$ cat src/rtl/ctl_ep_pkg.sv
package ctl_ep_pkg;
  localparam int BYTE_W    = 8;
  localparam int SETUP_LEN = 8;

  typedef enum logic [1:0] {
    TK_NONE  = 2'd0,
    TK_SETUP = 2'd1,
    TK_OUT   = 2'd2,
    TK_IN    = 2'd3
  } tok_e;

  typedef enum logic [2:0] {
    SG_IDLE     = 3'd0,
    SG_DATA_IN  = 3'd1,
    SG_DATA_OUT = 3'd2,
    SG_STAT_IN  = 3'd3,
    SG_STAT_OUT = 3'd4
  } stage_e;

  typedef enum logic [1:0] {
    RX_DROP   = 2'd0,
    RX_SETUP  = 2'd1,
    RX_TAKE   = 2'd2,
    RX_REFUSE = 2'd3
  } rxm_e;
endpackage

$ cat src/rtl/ctl_ep_fifo.sv
module ctl_ep_fifo #(
  parameter  int DW    = 8,
  parameter  int DEPTH = 64,
  localparam int AW    = $clog2(DEPTH)
) (
  input  logic          clk,
  input  logic          rst,
  input  logic          flush,
  input  logic          push,
  input  logic [DW-1:0] wdata,
  input  logic          pop,
  input  logic          peek,
  input  logic [AW-1:0] peek_off,
  output logic [DW-1:0] q,
  output logic [AW:0]   level
);
  logic [DW-1:0] mem [DEPTH];
  logic [AW:0]   wp, rp;
  logic [AW-1:0] ra;
  logic          full;

  assign level = wp - rp;
  assign full  = (level == (AW+1)'(DEPTH));
  assign ra    = peek ? rp[AW-1:0] + peek_off : rp[AW-1:0];

  always_ff @(posedge clk)
    if (push && !full && !flush) mem[wp[AW-1:0]] <= wdata;

  always_ff @(posedge clk)
    if (pop || peek) q <= mem[ra];

  always_ff @(posedge clk) begin
    if (rst || flush) begin
      wp <= '0;
      rp <= '0;
    end else begin
      if (push && !full) wp <= wp + 1'b1;
      if (pop && level != '0) rp <= rp + 1'b1;
    end
  end
endmodule

$ cat src/rtl/ctl_ep_stage.sv
module ctl_ep_stage
  import ctl_ep_pkg::*;
(
  input  logic   clk,
  input  logic   rst,
  input  logic   setup_ok,
  input  logic   dir_in,
  input  logic   len_zero,
  input  logic   in_tok,
  input  logic   out_tok,
  input  logic   xfer_ok,
  output stage_e stage,
  output logic   expect_d1,
  output logic   in_pid_d1
);
  logic toggle;
  logic in_status;

  assign in_status = (stage == SG_STAT_IN) || (stage == SG_STAT_OUT);
  assign expect_d1 = in_status || toggle;
  // an IN in the data-OUT stage opens the status stage on that same edge
  assign in_pid_d1 = expect_d1 || (stage == SG_DATA_OUT);

  always_ff @(posedge clk) begin
    if (rst) begin
      stage  <= SG_IDLE;
      toggle <= 1'b0;
    end else if (setup_ok) begin
      toggle <= 1'b1;
      if (len_zero)    stage <= SG_STAT_IN;
      else if (dir_in) stage <= SG_DATA_IN;
      else             stage <= SG_DATA_OUT;
    end else if (xfer_ok) begin
      toggle <= ~toggle;
      if (in_status) stage <= SG_IDLE;
    end else if (in_tok && stage == SG_DATA_OUT) begin
      stage <= SG_STAT_IN;
    end else if (out_tok && stage == SG_DATA_IN) begin
      stage <= SG_STAT_OUT;
    end
  end
endmodule

$ cat src/rtl/ctl_ep_handler.sv
module ctl_ep_handler
  import ctl_ep_pkg::*;
#(
  parameter  int DEPTH = 64,
  localparam int AW    = $clog2(DEPTH)
) (
  input  logic              clk,
  input  logic              rst,
  input  logic              tok_stb,
  input  logic [1:0]        tok_kind,
  input  logic              rx_stb,
  input  logic [BYTE_W-1:0] rx_byte,
  input  logic              rx_end,
  input  logic              rx_crc_ok,
  input  logic              rx_pid_d1,
  input  logic              host_ack,
  output logic              hs_stb,
  output logic              hs_ack,
  output logic              tx_stb,
  output logic [BYTE_W-1:0] tx_byte,
  output logic              tx_last,
  output logic              tx_zlp,
  output logic              tx_pid_d1,
  input  logic              fw_wr,
  input  logic [BYTE_W-1:0] fw_wdata,
  input  logic              fw_rd,
  output logic [BYTE_W-1:0] fw_rdata,
  input  logic              fw_arm,
  input  logic              fw_clr_setup,
  input  logic              fw_clr_out,
  input  logic              fw_clr_in,
  input  logic              irq_en,
  output logic              st_setup,
  output logic              st_out,
  output logic              st_in,
  output logic [AW:0]       fifo_level,
  output logic [2:0]        stage,
  output logic              irq
);
  logic tok_setup, tok_out, tok_in;
  rxm_e rx_mode;
  logic [AW:0] rx_cnt, tx_idx, level;
  logic su_dir, su_len_nz;
  logic tx_busy, in_sent, armed;
  logic [BYTE_W-1:0] q, push_data;
  stage_e stg;
  logic exp_d1, in_pid;
  logic rx_take, setup_ok, out_ok, rx_discard, in_done, xfer_ok;
  logic fifo_flush, fifo_push, fifo_pop;

  always_comb begin
    tok_setup  = tok_stb && (tok_kind == TK_SETUP);
    tok_out    = tok_stb && (tok_kind == TK_OUT);
    tok_in     = tok_stb && (tok_kind == TK_IN);
    rx_take    = rx_stb && (rx_mode == RX_SETUP || rx_mode == RX_TAKE);
    setup_ok   = rx_end && rx_mode == RX_SETUP && rx_crc_ok && !rx_pid_d1
                 && rx_cnt == (AW+1)'(SETUP_LEN);
    out_ok     = rx_end && rx_mode == RX_TAKE && rx_crc_ok && (rx_pid_d1 == exp_d1);
    rx_discard = rx_end && ((rx_mode == RX_SETUP && !setup_ok) ||
                            (rx_mode == RX_TAKE && !out_ok));
    in_done    = host_ack && in_sent && !tx_busy;
    xfer_ok    = out_ok || in_done;
    fifo_flush = tok_setup || rx_discard || in_done;
    fifo_push  = rx_take || fw_wr;
    push_data  = rx_take ? rx_byte : fw_wdata;
    fifo_pop   = fw_rd && !tx_busy;
  end

  ctl_ep_fifo #(.DW(BYTE_W), .DEPTH(DEPTH)) u_fifo (
    .clk(clk), .rst(rst), .flush(fifo_flush), .push(fifo_push), .wdata(push_data),
    .pop(fifo_pop), .peek(tx_busy), .peek_off(tx_idx[AW-1:0]), .q(q), .level(level)
  );

  ctl_ep_stage u_stage (
    .clk(clk), .rst(rst), .setup_ok(setup_ok), .dir_in(su_dir), .len_zero(!su_len_nz),
    .in_tok(tok_in), .out_tok(tok_out), .xfer_ok(xfer_ok),
    .stage(stg), .expect_d1(exp_d1), .in_pid_d1(in_pid)
  );

  // packet receive bookkeeping and setup field capture
  always_ff @(posedge clk) begin
    if (rst) begin
      rx_mode   <= RX_DROP;
      rx_cnt    <= '0;
      su_dir    <= 1'b0;
      su_len_nz <= 1'b0;
    end else if (tok_setup) begin
      rx_mode   <= RX_SETUP;
      rx_cnt    <= '0;
      su_len_nz <= 1'b0;
    end else if (tok_out) begin
      rx_mode <= (st_setup || level != '0) ? RX_REFUSE : RX_TAKE;
      rx_cnt  <= '0;
    end else if (rx_end) begin
      rx_mode <= RX_DROP;
    end else if (rx_stb && rx_mode != RX_DROP) begin
      if (rx_cnt != (AW+1)'(DEPTH)) rx_cnt <= rx_cnt + 1'b1;
      if (rx_mode == RX_SETUP) begin
        if (rx_cnt == '0) su_dir <= rx_byte[BYTE_W-1];
        if ((rx_cnt == (AW+1)'(6) || rx_cnt == (AW+1)'(7)) && rx_byte != '0)
          su_len_nz <= 1'b1;
      end
    end
  end

  // handshakes
  always_ff @(posedge clk) begin
    if (rst) begin
      hs_stb <= 1'b0;
      hs_ack <= 1'b0;
    end else begin
      hs_stb <= 1'b0;
      hs_ack <= 1'b0;
      if (rx_end && rx_crc_ok && rx_mode == RX_REFUSE) begin
        hs_stb <= 1'b1;
      end else if (rx_end && rx_crc_ok && (rx_mode == RX_TAKE || setup_ok)) begin
        hs_stb <= 1'b1;
        hs_ack <= 1'b1;
      end else if (tok_in && !armed) begin
        hs_stb <= 1'b1;
      end
    end
  end

  // IN transmit path
  always_ff @(posedge clk) begin
    if (rst || tok_setup) begin
      tx_busy   <= 1'b0;
      tx_idx    <= '0;
      in_sent   <= 1'b0;
      armed     <= 1'b0;
      tx_stb    <= 1'b0;
      tx_last   <= 1'b0;
      tx_zlp    <= 1'b0;
      tx_pid_d1 <= 1'b0;
    end else begin
      tx_stb  <= tx_busy;
      tx_last <= tx_busy && (tx_idx == level - 1'b1);
      tx_zlp  <= 1'b0;
      if (tok_in && armed && !tx_busy) begin
        in_sent   <= 1'b1;
        tx_pid_d1 <= in_pid;
        if (level == '0) begin
          tx_zlp <= 1'b1;
        end else begin
          tx_busy <= 1'b1;
          tx_idx  <= '0;
        end
      end else if (tx_busy) begin
        tx_idx <= tx_idx + 1'b1;
        if (tx_idx == level - 1'b1) tx_busy <= 1'b0;
      end
      if (in_done) begin
        armed   <= 1'b0;
        in_sent <= 1'b0;
      end else if (fw_arm) begin
        armed <= 1'b1;
      end
    end
  end

  // event flags and interrupt
  always_ff @(posedge clk) begin
    if (rst || tok_setup) begin
      st_setup <= 1'b0;
      st_out   <= 1'b0;
      st_in    <= 1'b0;
    end else begin
      if (setup_ok) st_setup <= 1'b1;
      else if (fw_clr_setup && level == '0) st_setup <= 1'b0;
      if (out_ok) st_out <= 1'b1;
      else if (fw_clr_out) st_out <= 1'b0;
      if (in_done) st_in <= 1'b1;
      else if (fw_clr_in) st_in <= 1'b0;
    end
  end

  always_ff @(posedge clk) begin
    if (rst) irq <= 1'b0;
    else     irq <= irq_en && (st_setup || st_out || st_in);
  end

  assign tx_byte    = q;
  assign fw_rdata   = q;
  assign fifo_level = level;
  assign stage      = stg;
endmodule

$ cat config.mk
export PLATFORM = sky130hd
export DESIGN_NAME = ctl_ep_handler
export DESIGN_NICKNAME = d
export VERILOG_FILES = /design/src/rtl/ctl_ep_pkg.sv /design/src/rtl/ctl_ep_fifo.sv /design/src/rtl/ctl_ep_stage.sv /design/src/rtl/ctl_ep_handler.sv
export SDC_FILE = /design/constraint.sdc
export NUM_CORES = 1
export LEC_CHECK = 0
export ABC_AREA = 1
export ABC_CLOCK_PERIOD_IN_PS = 3650
export BUFFER_PORTS_ARGS = -buffer_cell sky130_fd_sc_hd__buf_2
export CAP_MARGIN = 20
export CORE_MARGIN = 4
export CORE_UTILIZATION = 52
export CTS_CLUSTER_DIAMETER = 120
export DETAILED_ROUTE_END_ITERATION = 16
export PLACE_DENSITY = 0.68
export SLEW_MARGIN = 20
export SYNTH_ARGS = -nofsm -noshare
export SYNTH_HDL_FRONTEND = slang
export SYNTH_SLANG_ARGS = --single-unit
$ cat constraint.sdc
create_clock -name clk -period 3.65 [get_ports clk]
set_clock_uncertainty 0.2 [all_clocks]
set_input_delay 0.73 -clock clk [delete_from_list [all_inputs] [get_ports clk]]
set_output_delay 0.73 -clock clk [all_outputs]
set_load 0.03 [all_outputs]
# After elaboration in Yosys (flattened, before gate mapping)

Memories as Yosys holds them, arrays and structs flattened. A register that Yosys moved wholly into a read port is not among the register bits.
Index checks and enable logic that the tools add are counted.

Bits in registers: 49
Logic and storage cells: 170
Output and inout bits: 36
Memories kept: 1
Bits of input ports: 33
Bits in writable memories: 512
Bits in read-only memories: 0
Latch bits: 0

Bitwise operators: 5
Mux-type cells: 35
Div/mod/pow operators: 0
Reduce and logical (&&, ||, !) cells: 80
$lt $le $gt $ge: 0
Multipliers: 0
$add $sub $neg: 7
Equal/unequal tests: 19
Shift operators: 0

Memory list:

| memory     | depth | width | read ports | clocked after memory_dff | write ports | RTL line          | RTL |
|---|---|---|---|---|---|---|---|
| u_fifo.mem | 64    | 8     | 1          | 1                        | 1           | ctl_ep_fifo.sv:17 | `logic [DW-1:0] mem [DEPTH];` |

Operators by type and width:

| operator                                                           | number |
|---|---|
| 1-bit logical AND                                                  | 33 |
| 7-bit by 1-bit adder with 7-bit output, second input constant      | 4 |
| 1-bit two-way mux                                                  | 21 |
| 7-bit two-way mux                                                  | 3 |
| 3-bit two-way mux                                                  | 6 |
| 1-bit logical OR                                                   | 17 |
| 7-bit by 3-bit == test with 1-bit output, second input constant    | 2 |
| 7-bit logical NOT                                                  | 2 |
| 2-bit nonzero test                                                 | 7 |
| 2-bit == test, second input constant                               | 4 |
| 8-bit two-way mux                                                  | 1 |
| 8-bit nonzero test                                                 | 1 |
| 2-bit OR reduction                                                 | 4 |
| 7-bit by 4-bit == test with 1-bit output, second input constant    | 1 |
| 7-bit == test                                                      | 1 |
| 7-bit == test, second input constant                               | 1 |
| 1-bit logical NOT                                                  | 7 |
| 7-bit inequality test, second input constant                       | 1 |
| 7-bit nonzero test                                                 | 1 |
| 7-bit by 1-bit subtractor with 7-bit output, second input constant | 1 |
| 7-bit subtractor                                                   | 1 |
| 6-bit adder                                                        | 1 |
| 3-bit by 2-bit == test with 1-bit output, second input constant    | 2 |
| 2-bit two-way mux                                                  | 3 |
| 15 further kinds                                                   | 21 |

# Depth between registers and ports, before layout

Gate-level depths: netlist of run 1.

Word-level depth: 15
Mapped depth: 18

# Cells and area by module

From an unflattened synthesis of run 1, not the netlist that was laid out.

Cells, all modules: 2715
Area, all modules: 26671.8 sq um

By module, submodules not included:

| module         | sequential area each (sq um) | instances | cells each | area each (sq um) |
|---|---|---|---|---|
| ctl_ep_fifo    | 15895.2                      | 1         | 2386       | 24370.9 |
| ctl_ep_handler | 620.6                        | 1         | 286        | 2024.4 |
| ctl_ep_stage   | 80.1                         | 1         | 43         | 276.5 |

# Worst setup path before layout of run 1

Ideal clock, no wire load.

Path kind: register to register
Start: reg u_fifo.wp[0]
End: mem u_fifo.mem[24][0], enable pin
Required time: 3080 ps
Data arrival time: 2798 ps
Setup slack: 282 ps
Stages on the path, launching flop included: 15
Path buffers: 0
Cell sequence: dfxtp_1 inv_1 ha_1 fa_1 inv_1 nand3_1 nand3_1 nand2_1 inv_1 nor3_4 nand2_1 nand2_2 nor2_4 nand2_1 nor2_1

Cells in the longest elaborated chain, start to end: 7

RTL lines:

| item                                    | RTL line             | RTL |
|---|---|---|
| start: declaration                      | ctl_ep_fifo.sv:18    | `logic [AW:0] wp, rp;` |
| start signal: assignment                | ctl_ep_fifo.sv:37    | `if (push && !full) wp <= wp + 1'b1;` |
| 7-bit subtractor                        | ctl_ep_fifo.sv:22    | `assign level = wp - rp;` |
| net fifo_level[4]                       | ctl_ep_handler.sv:36 | `output logic [AW:0] fifo_level,` |
| 7-bit == test                           | ctl_ep_fifo.sv:23    | `assign full = (level == (AW+1)'(DEPTH));` |
| 1-bit logical NOT                       | ctl_ep_fifo.sv:27    | `if (push && !full && !flush) mem[wp[AW-1:0]] <= wdata;` |
| 1-bit logical AND (2 in a row)          | ctl_ep_fifo.sv:27    |  |
| 1-bit two-way mux                       | ctl_ep_fifo.sv:27    |  |
| 1-bit two-way mux (implied by the code) | ctl_ep_fifo.sv:27    |  |
| end: declaration                        | ctl_ep_fifo.sv:17    |  |

The timed path passes the listed nets, and every way through them passes these cells.

# Worst setup path after layout of run 1

Start: reg u_fifo.wp[2]
End: mem u_fifo.mem[56][7], enable pin

Cells in the longest elaborated chain, start to end: 7

RTL lines:

| item                                    | RTL line |
|---|---|
| 7-bit subtractor                        | ctl_ep_fifo.sv:22 |
| 7-bit == test                           | ctl_ep_fifo.sv:23 |
| 1-bit logical NOT                       | ctl_ep_fifo.sv:27 |
| 1-bit logical AND (2 in a row)          | ctl_ep_fifo.sv:27 |
| 1-bit two-way mux                       | ctl_ep_fifo.sv:27 |
| 1-bit two-way mux (implied by the code) | ctl_ep_fifo.sv:27 |

Parallel ways exist; a longest one is shown, timed or not.

==> metrics, run 1 <==
initial antenna violation count 0; Hold Crit Endpoint armed$_SDFFE_PP0P_; Clk pwr share 32.0%; Psw 5.85 mW; Netlist Area Pre-Place 24400 um^2; cell internal pwr 11.8 mW; gr busiest metal met2; Comb power frac 26.4%; CTS max path bufs 3; RR Endpoint u_fifo.mem[56][7]$_DFFE_PP_; GP Congestion 0.927; Placed Cells 2838; CTS tree yes; port bufs 68; sw frac 33.1%; TritonCTS Buffers 55; number of synthesized flops with an enable pin 520; Hold Crit Start fw_arm; final worst-path setup slack 0.181 ns; drt initial violations 2037; area grow syn2layout 13.7%; layout cells sized above 1 12.9%; Slew Limit Fails 0; Post-Syn Instances 2199; Max Cap Violations 0; asr flop ratio synth 0%; RSZ-0062 raised after global routing yes; RR Startpoint u_fifo.wp[2]$_SDFFE_PP0P_; max incr delay on CP 0.51 ns; dominant synthesized flop cell edfxtp_1; Vias 17200; average wire per standard cell 21.4 um; Die Footprint 50400 um^2; Clk Latency, worst-skew pair 0.60 ns; Seq/Total Area, Yosys 68.1%; commonest cells in the netlist edfxtp_1 (520), nor2_1 (520), o21ai_0 (256); nets 2346; Avg Synthesized Cell Area 11.1 um^2; DR pass1 iterations 6; total grt overflow 0; hold_ws 0.157 ns; Detail Placement HPWL 38.6 mm; buffers inserted by post-CTS timing repair 0; row count 79; Arr. time, crit path 3.51 ns; Synth cell types 42; filler instances 3710; sequential cell area 16600 um^2; Ports 69; Leak 9.78 nW; Final period util 95.0%; drt via density 5.86; r2r setup slk 0.18 ns; post-route cell area 27700 um^2; H-tree depth 2; clock sink total 569; PwrDens 639 nW/um^2; WP buf/inv 1; first-pass GRT wire length 95.4 mm; clock slew at reported path FFs 0.06 ns; number of antenna diodes 0; met2 Track Usage GR 39.5%; sequential share of power 41.6%; initial core utilization 52.4%; Setup crit end kind register; Slew headroom 39.0%; Seq cells post-synth 569; Hold Crit Class in2reg; VDD IR-drop max 547 uV; antenna viol nets, final 0; GR Layer Usage met1 35.3%; Tmin final 3.47 ns; status finished, final reports clean; Worst R2R Path Depth 13; CP Cell Sequence ha_1 > a21oi_2 > nand2_1 > nand2_1 > nand2_1 > nand3_1 > nor3_4 > nand2_1 > nand2_2 > nor2_4 > nand2_1 > buf_4 > nor2_1; Die X 224 um; Area after DPL 25800 um^2; Least-Margin Pin Slew 0.914 ns; Routed WL 62.9 mm; Synth Net Count 2257; CP max stage cell nor2_1; Final Hold Fails 0; critical path type reg2reg; Crit path max-delay family simple AND/OR/NAND/NOR gates; post-synth top area share 64.1%; largest net degree at the start of global routing 193; Top cell by count, worst path nand2_1; GRT Total Usage 24.5%; Setup-failing EPs final 0; Die Y 224 um; Yosys warning count 0; Core ar. 46500 um^2; Setup WS pre-CTS 0.144 ns; clk root buf clkbuf_16; Remaining DRCs 0; number of global-route vias before repair 16500; fmax 288 MHz; multi-input combinational cell area 6970 um^2; Synth area leaders edfxtp_1 (64%), nor2_1 (8.0%), o21ai_0 (5.3%); met3 Track Usage GR 3.88%; Synth area leader edfxtp_1; CP Max Fanout 9; Setup crit start kind register; hold path depth 3; fin cells 2941; required time worst endpoint 3.70 ns
-- layout by cell type (no fill, tap or decap), types with 34 or more instances in the layout --
cell / Yosys / layout
clkbuf_16: 0 / 56
inv_1: 86 / 85
dfxtp_1: 49 / 49
o211ai_1: 113 / 113
nor2_2: 1 / 34
a21oi_1: 44 / 44
nand3_1: 93 / 93
edfxtp_1: 520 / 520
buf_2: 31 / 68
buf_4: 22 / 60
nand2_1: 237 / 237
o21ai_0: 256 / 255
nor2_1: 520 / 487
o21ai_1: 55 / 54
-- worst max path at each step --
stage,from,end,slack [ns],depth (start not counted)
floorplan,u_fifo.wp[0]$_SDFFE_PP0P_,u_fifo.mem[24][0]$_DFFE_PP_,0.28,14
CTS,u_fifo.wp[0]$_SDFFE_PP0P_,u_fifo.mem[45][2]$_DFFE_PP_,0.11,15
detailed placement,u_fifo.wp[2]$_SDFFE_PP0P_,u_fifo.mem[45][2]$_DFFE_PP_,0.14,13
global placement,u_fifo.wp[0]$_SDFFE_PP0P_,u_fifo.mem[37][4]$_DFFE_PP_,0.21,15
global route,u_fifo.wp[0]$_SDFFE_PP0P_,u_fifo.mem[48][1]$_DFFE_PP_,-0.07,15
finish,u_fifo.wp[2]$_SDFFE_PP0P_,u_fifo.mem[56][7]$_DFFE_PP_,0.18,13
-- cell families (layout without fill, tap and decap cells) --
family          count (synthesis)  after routing  share of synthesized area [%]
mux                             8              8                          0.370
fa+ha+maj                      25             25                           1.35
buf+inv                       209            344                           3.79
simple gates                  901            901                           14.9
xor+xnor                       12             12                          0.431
flops                         569            569                           68.1
compound gates                475            475                           11.0
-- stage by stage --
step	util [%]	setup TNS, ns	total power [mW]
2_1_floorplan	-	0	10.7
3_3_place_gp	55.6	0	12.1
3_5_place_dp	55.6	0	12.1
4_1_cts	59.4	0	17.7
5_1_grt	59.6	-1.85	18.5
6_report	59.6	0	17.7
-- worst reg2reg max path, stage by stage, from the launching register on --
cell and delay (ns):
dfxtp_1 0.50, ha_1 0.42, a21oi_2 0.22, nand2_1 0.09
nand2_1 0.09, nand2_1 0.11, nand3_1 0.13, nor3_4 0.06
nand2_1 0.11, nand2_2 0.15, nor2_4 0.20, nand2_1 0.11
buf_4 0.21, nor2_1 0.51
-- repair_timing --
action / 4_1_cts / 5_1_grt
endpoints found under the setup margin: 0 / 272
gates resized for setup: 0 / 33
hold buffers: 0 / 0
-- state kept, by name (all words and copies together) (netlist names), 2 cells and up --
| name | count |
|---|---|
| tx_idx | 7 |
| rx_cnt | 7 |
| u_fifo.wp | 7 |
| rx_mode | 2 |
| u_fifo.mem | 512 |
| u_stage.stage | 3 |
| u_fifo.rp | 7 |
| u_fifo.q | 8 |
-- cell type report --
class                   instances  share of cell area (%)
clock inverters                40                    1.35
repair buffers                149                    4.37
well taps                     607                    2.74
inverters                      92                    1.28
clock buffers                  63                    5.15
flip-flops and latches        569                    59.9
multi-input cells            1421                    25.2
-- routing by layer --
metal / wire length, um / vias up
met4: 1630 / 0
met1: 26200 / 8238
met5: 0 / -
met3: 5400 / 120
met2: 29700 / 909
li1: - / 7954
-- power by group through the flow --
| stage | Sequential (mW) | Combinational, mW | Clock, mW |
|---|---|---|---|
| after floorplan | 7.55 | 3.20 | 0 |
| after global routing | 7.37 | 5.12 | 6.02 |
| after detailed placement | 7.51 | 4.59 | 0 |
| after global placement | 7.50 | 4.56 | 0 |
| after CTS | 7.37 | 4.62 | 5.72 |
| final | 7.37 | 4.68 | 5.66 |
No activity file was read; power rests on OpenSTA's default activity.
==> inputs of run 2 (changes only) <==
--- a/config.mk
+++ b/config.mk
@@ -10,10 +10,10 @@
 export BUFFER_PORTS_ARGS = -buffer_cell sky130_fd_sc_hd__buf_2
 export CAP_MARGIN = 20
 export CORE_MARGIN = 4
-export CORE_UTILIZATION = 52
+export CORE_UTILIZATION = 55
 export CTS_CLUSTER_DIAMETER = 120
 export DETAILED_ROUTE_END_ITERATION = 16
-export PLACE_DENSITY = 0.68
+export PLACE_DENSITY = 0.72
 export SLEW_MARGIN = 20
 export SYNTH_ARGS = -nofsm -noshare
 export SYNTH_HDL_FRONTEND = slang
==> run 2 against run 1 <==
Net effect:
- non-clock buffer count increased by 8
- global-route usage grew 1.2 points
- routed wire length down 2.3%
- largest cell class unchanged
- power is 0.68% lower
- die area fell by 5.3%
- critical path type is now reg2out
- first-iteration DRC count fell by 5.0%
- worst setup slack improved by 0.035 ns
- via count shrank 0.25%
==> metrics, run 2 (synthesized netlist as in run 1, its figures left out) <==
initial core utilization 56.1%; Arr. time, crit path 2.50 ns; CTS max path bufs 3; Setup crit start kind register; row count 76; clock sink total 569; Tmin final 3.43 ns; Hold Crit Start irq_en; critical path type reg2out; Remaining DRCs 0; Die Footprint 47700 um^2; Least-Margin Pin Slew 1.04 ns; Core ar. 43500 um^2; DR pass1 iterations 6; number of global-route vias before repair 16600; hold_buf cts 0; DR top layer met4; commonest non-fill, non-tap cell in the layout edfxtp_1; first-pass GRT wire length 94.4 mm; Setup WS pre-CTS 0.0985 ns; Final Hold Fails 0; VDD IR-drop max 471 uV; drt initial violations 1935; clk root buf clkbuf_16; required time worst endpoint 2.72 ns; routed wl met3 5.39 mm; initial antenna violation count 0; Met2 Wirelength 28.7 mm; Final period util 94.1%; average wire per standard cell 21.1 um; Ports 69; GRT Total Usage 25.7%; buffers inserted by post-CTS timing repair 0; most frequent cells in the layout edfxtp_1 (520), nor2_1 (482), o21ai_0 (255); Clk Latency, worst-skew pair 0.61 ns; GP Congestion 0.875; TritonCTS Buffers 55; CP Max Fanout 8; CTS tree yes; H-tree depth 2; layout cells sized above 1 13.2%; Die X 218 um; Routed WL 61.5 mm; drt via density 5.88; largest net degree at the start of global routing 99; total grt overflow 0; fmax 291 MHz; number of antenna diodes 0; Final TNS setup 0 ns; clock slew at reported path FFs 0.06 ns; antenna viol nets, final 0; Setup-failing EPs final 0; max FFs per register 512; RR Startpoint u_fifo.rp[0]$_SDFFE_PP0P_; fin util 63.6%; Slew headroom 30.4%; Hold Crit Class in2reg; Die Y 218 um; Leak 9.78 nW; M1 WL 25.7 mm; Slew Limit Fails 0; Critical path origin u_fifo.wp[1]$_SDFFE_PP0P_; port bufs 68; filler instances 3279; PwrDens 636 nW/um^2; Max Cap Violations 0; nets 2354; Detail Placement HPWL 37.8 mm; status finished, final reports clean; final worst-path setup slack 0.217 ns; RSZ-0062 raised after global routing no; area grow syn2layout 13.4%; Vias 17200; Setup crit end kind primary output
==> run 2: cell count changes in the layout (fill, tap and decap cells not counted), sizes merged <==
cell    previous run  this run
buf              149       157
inv               98        92
clkbuf            63        67
clkinv            26        22
bufinv             5         4
==> run 2: critical path, stage by stage (launching register included) <==
cell and delay, ns:
dfxtp_1 0.47, inv_1 0.14, fa_1 0.47, inv_1 0.10, nand3_1 0.09, nand3_1 0.12
nand2_1 0.10, inv_1 0.17, buf_2 0.24
==> run 2: power by group <==
part           total (mW)  internal [mW]  switching (mW)  leakage [nW]
clock                5.52           3.15            2.37         0.850
sequential           7.34           7.29          0.0472          5.08
combinational        4.72           1.38            3.34          3.85
total                17.6           11.8            5.75          9.78
==> run 2: per-stage QoR <==
| step | hold slack [ns] | total power, mW | area [um^2] | cells |
|---|---|---|---|---|
| floorplan | 0.235 | 10.7 | 24400 | 2199 |
| global placement | 0.253 | 12.1 | 25800 | 2824 |
| detailed placement | 0.260 | 12.1 | 25800 | 2824 |
| CTS | 0.127 | 17.6 | 27500 | 2920 |
| global route | 0.169 | 18.4 | 27600 | 2920 |
| finish | 0.154 | 17.6 | 27600 | 2920 |
==> run 2: layout make-up <==
cell class / count / area, um^2 / share of cell area [%]
multi-input combinational: 1421 / 6980 / 25.3
clock inverter: 29 / 248 / 0.897
timing repair buffer: 157 / 1220 / 4.42
inverter: 92 / 355 / 1.29
tap: 585 / 732 / 2.65
clock buffer: 67 / 1480 / 5.37
sequential: 569 / 16600 / 60.1
==> run 2: timing repair <==
item                                    4_1_cts  5_1_grt
endpoints found under the setup margin        0      300
resized for setup                             0       38
endpoints found under the hold margin         0        0
==> run 2: worst paths after layout <==
path                                  to  slack, ns  cells after the start
hold reg to reg   rx_cnt[5]$_SDFFE_PP0P_       0.27                      1
hold / removal            irq$_SDFF_PP0_       0.15                      3
setup / recovery           fifo_level[4]       0.22                      8
setup reg to reg   u_fifo.q[0]$_DFFE_PP_       0.25                     13
==> run 2: metal layers <==
metal	global-route usage [%]	vias to the layer above
li1	-	7955
met1	36.8	8248
met2	40.7	865
met3	3.91	110
met4	8.91	0
met5	0	-
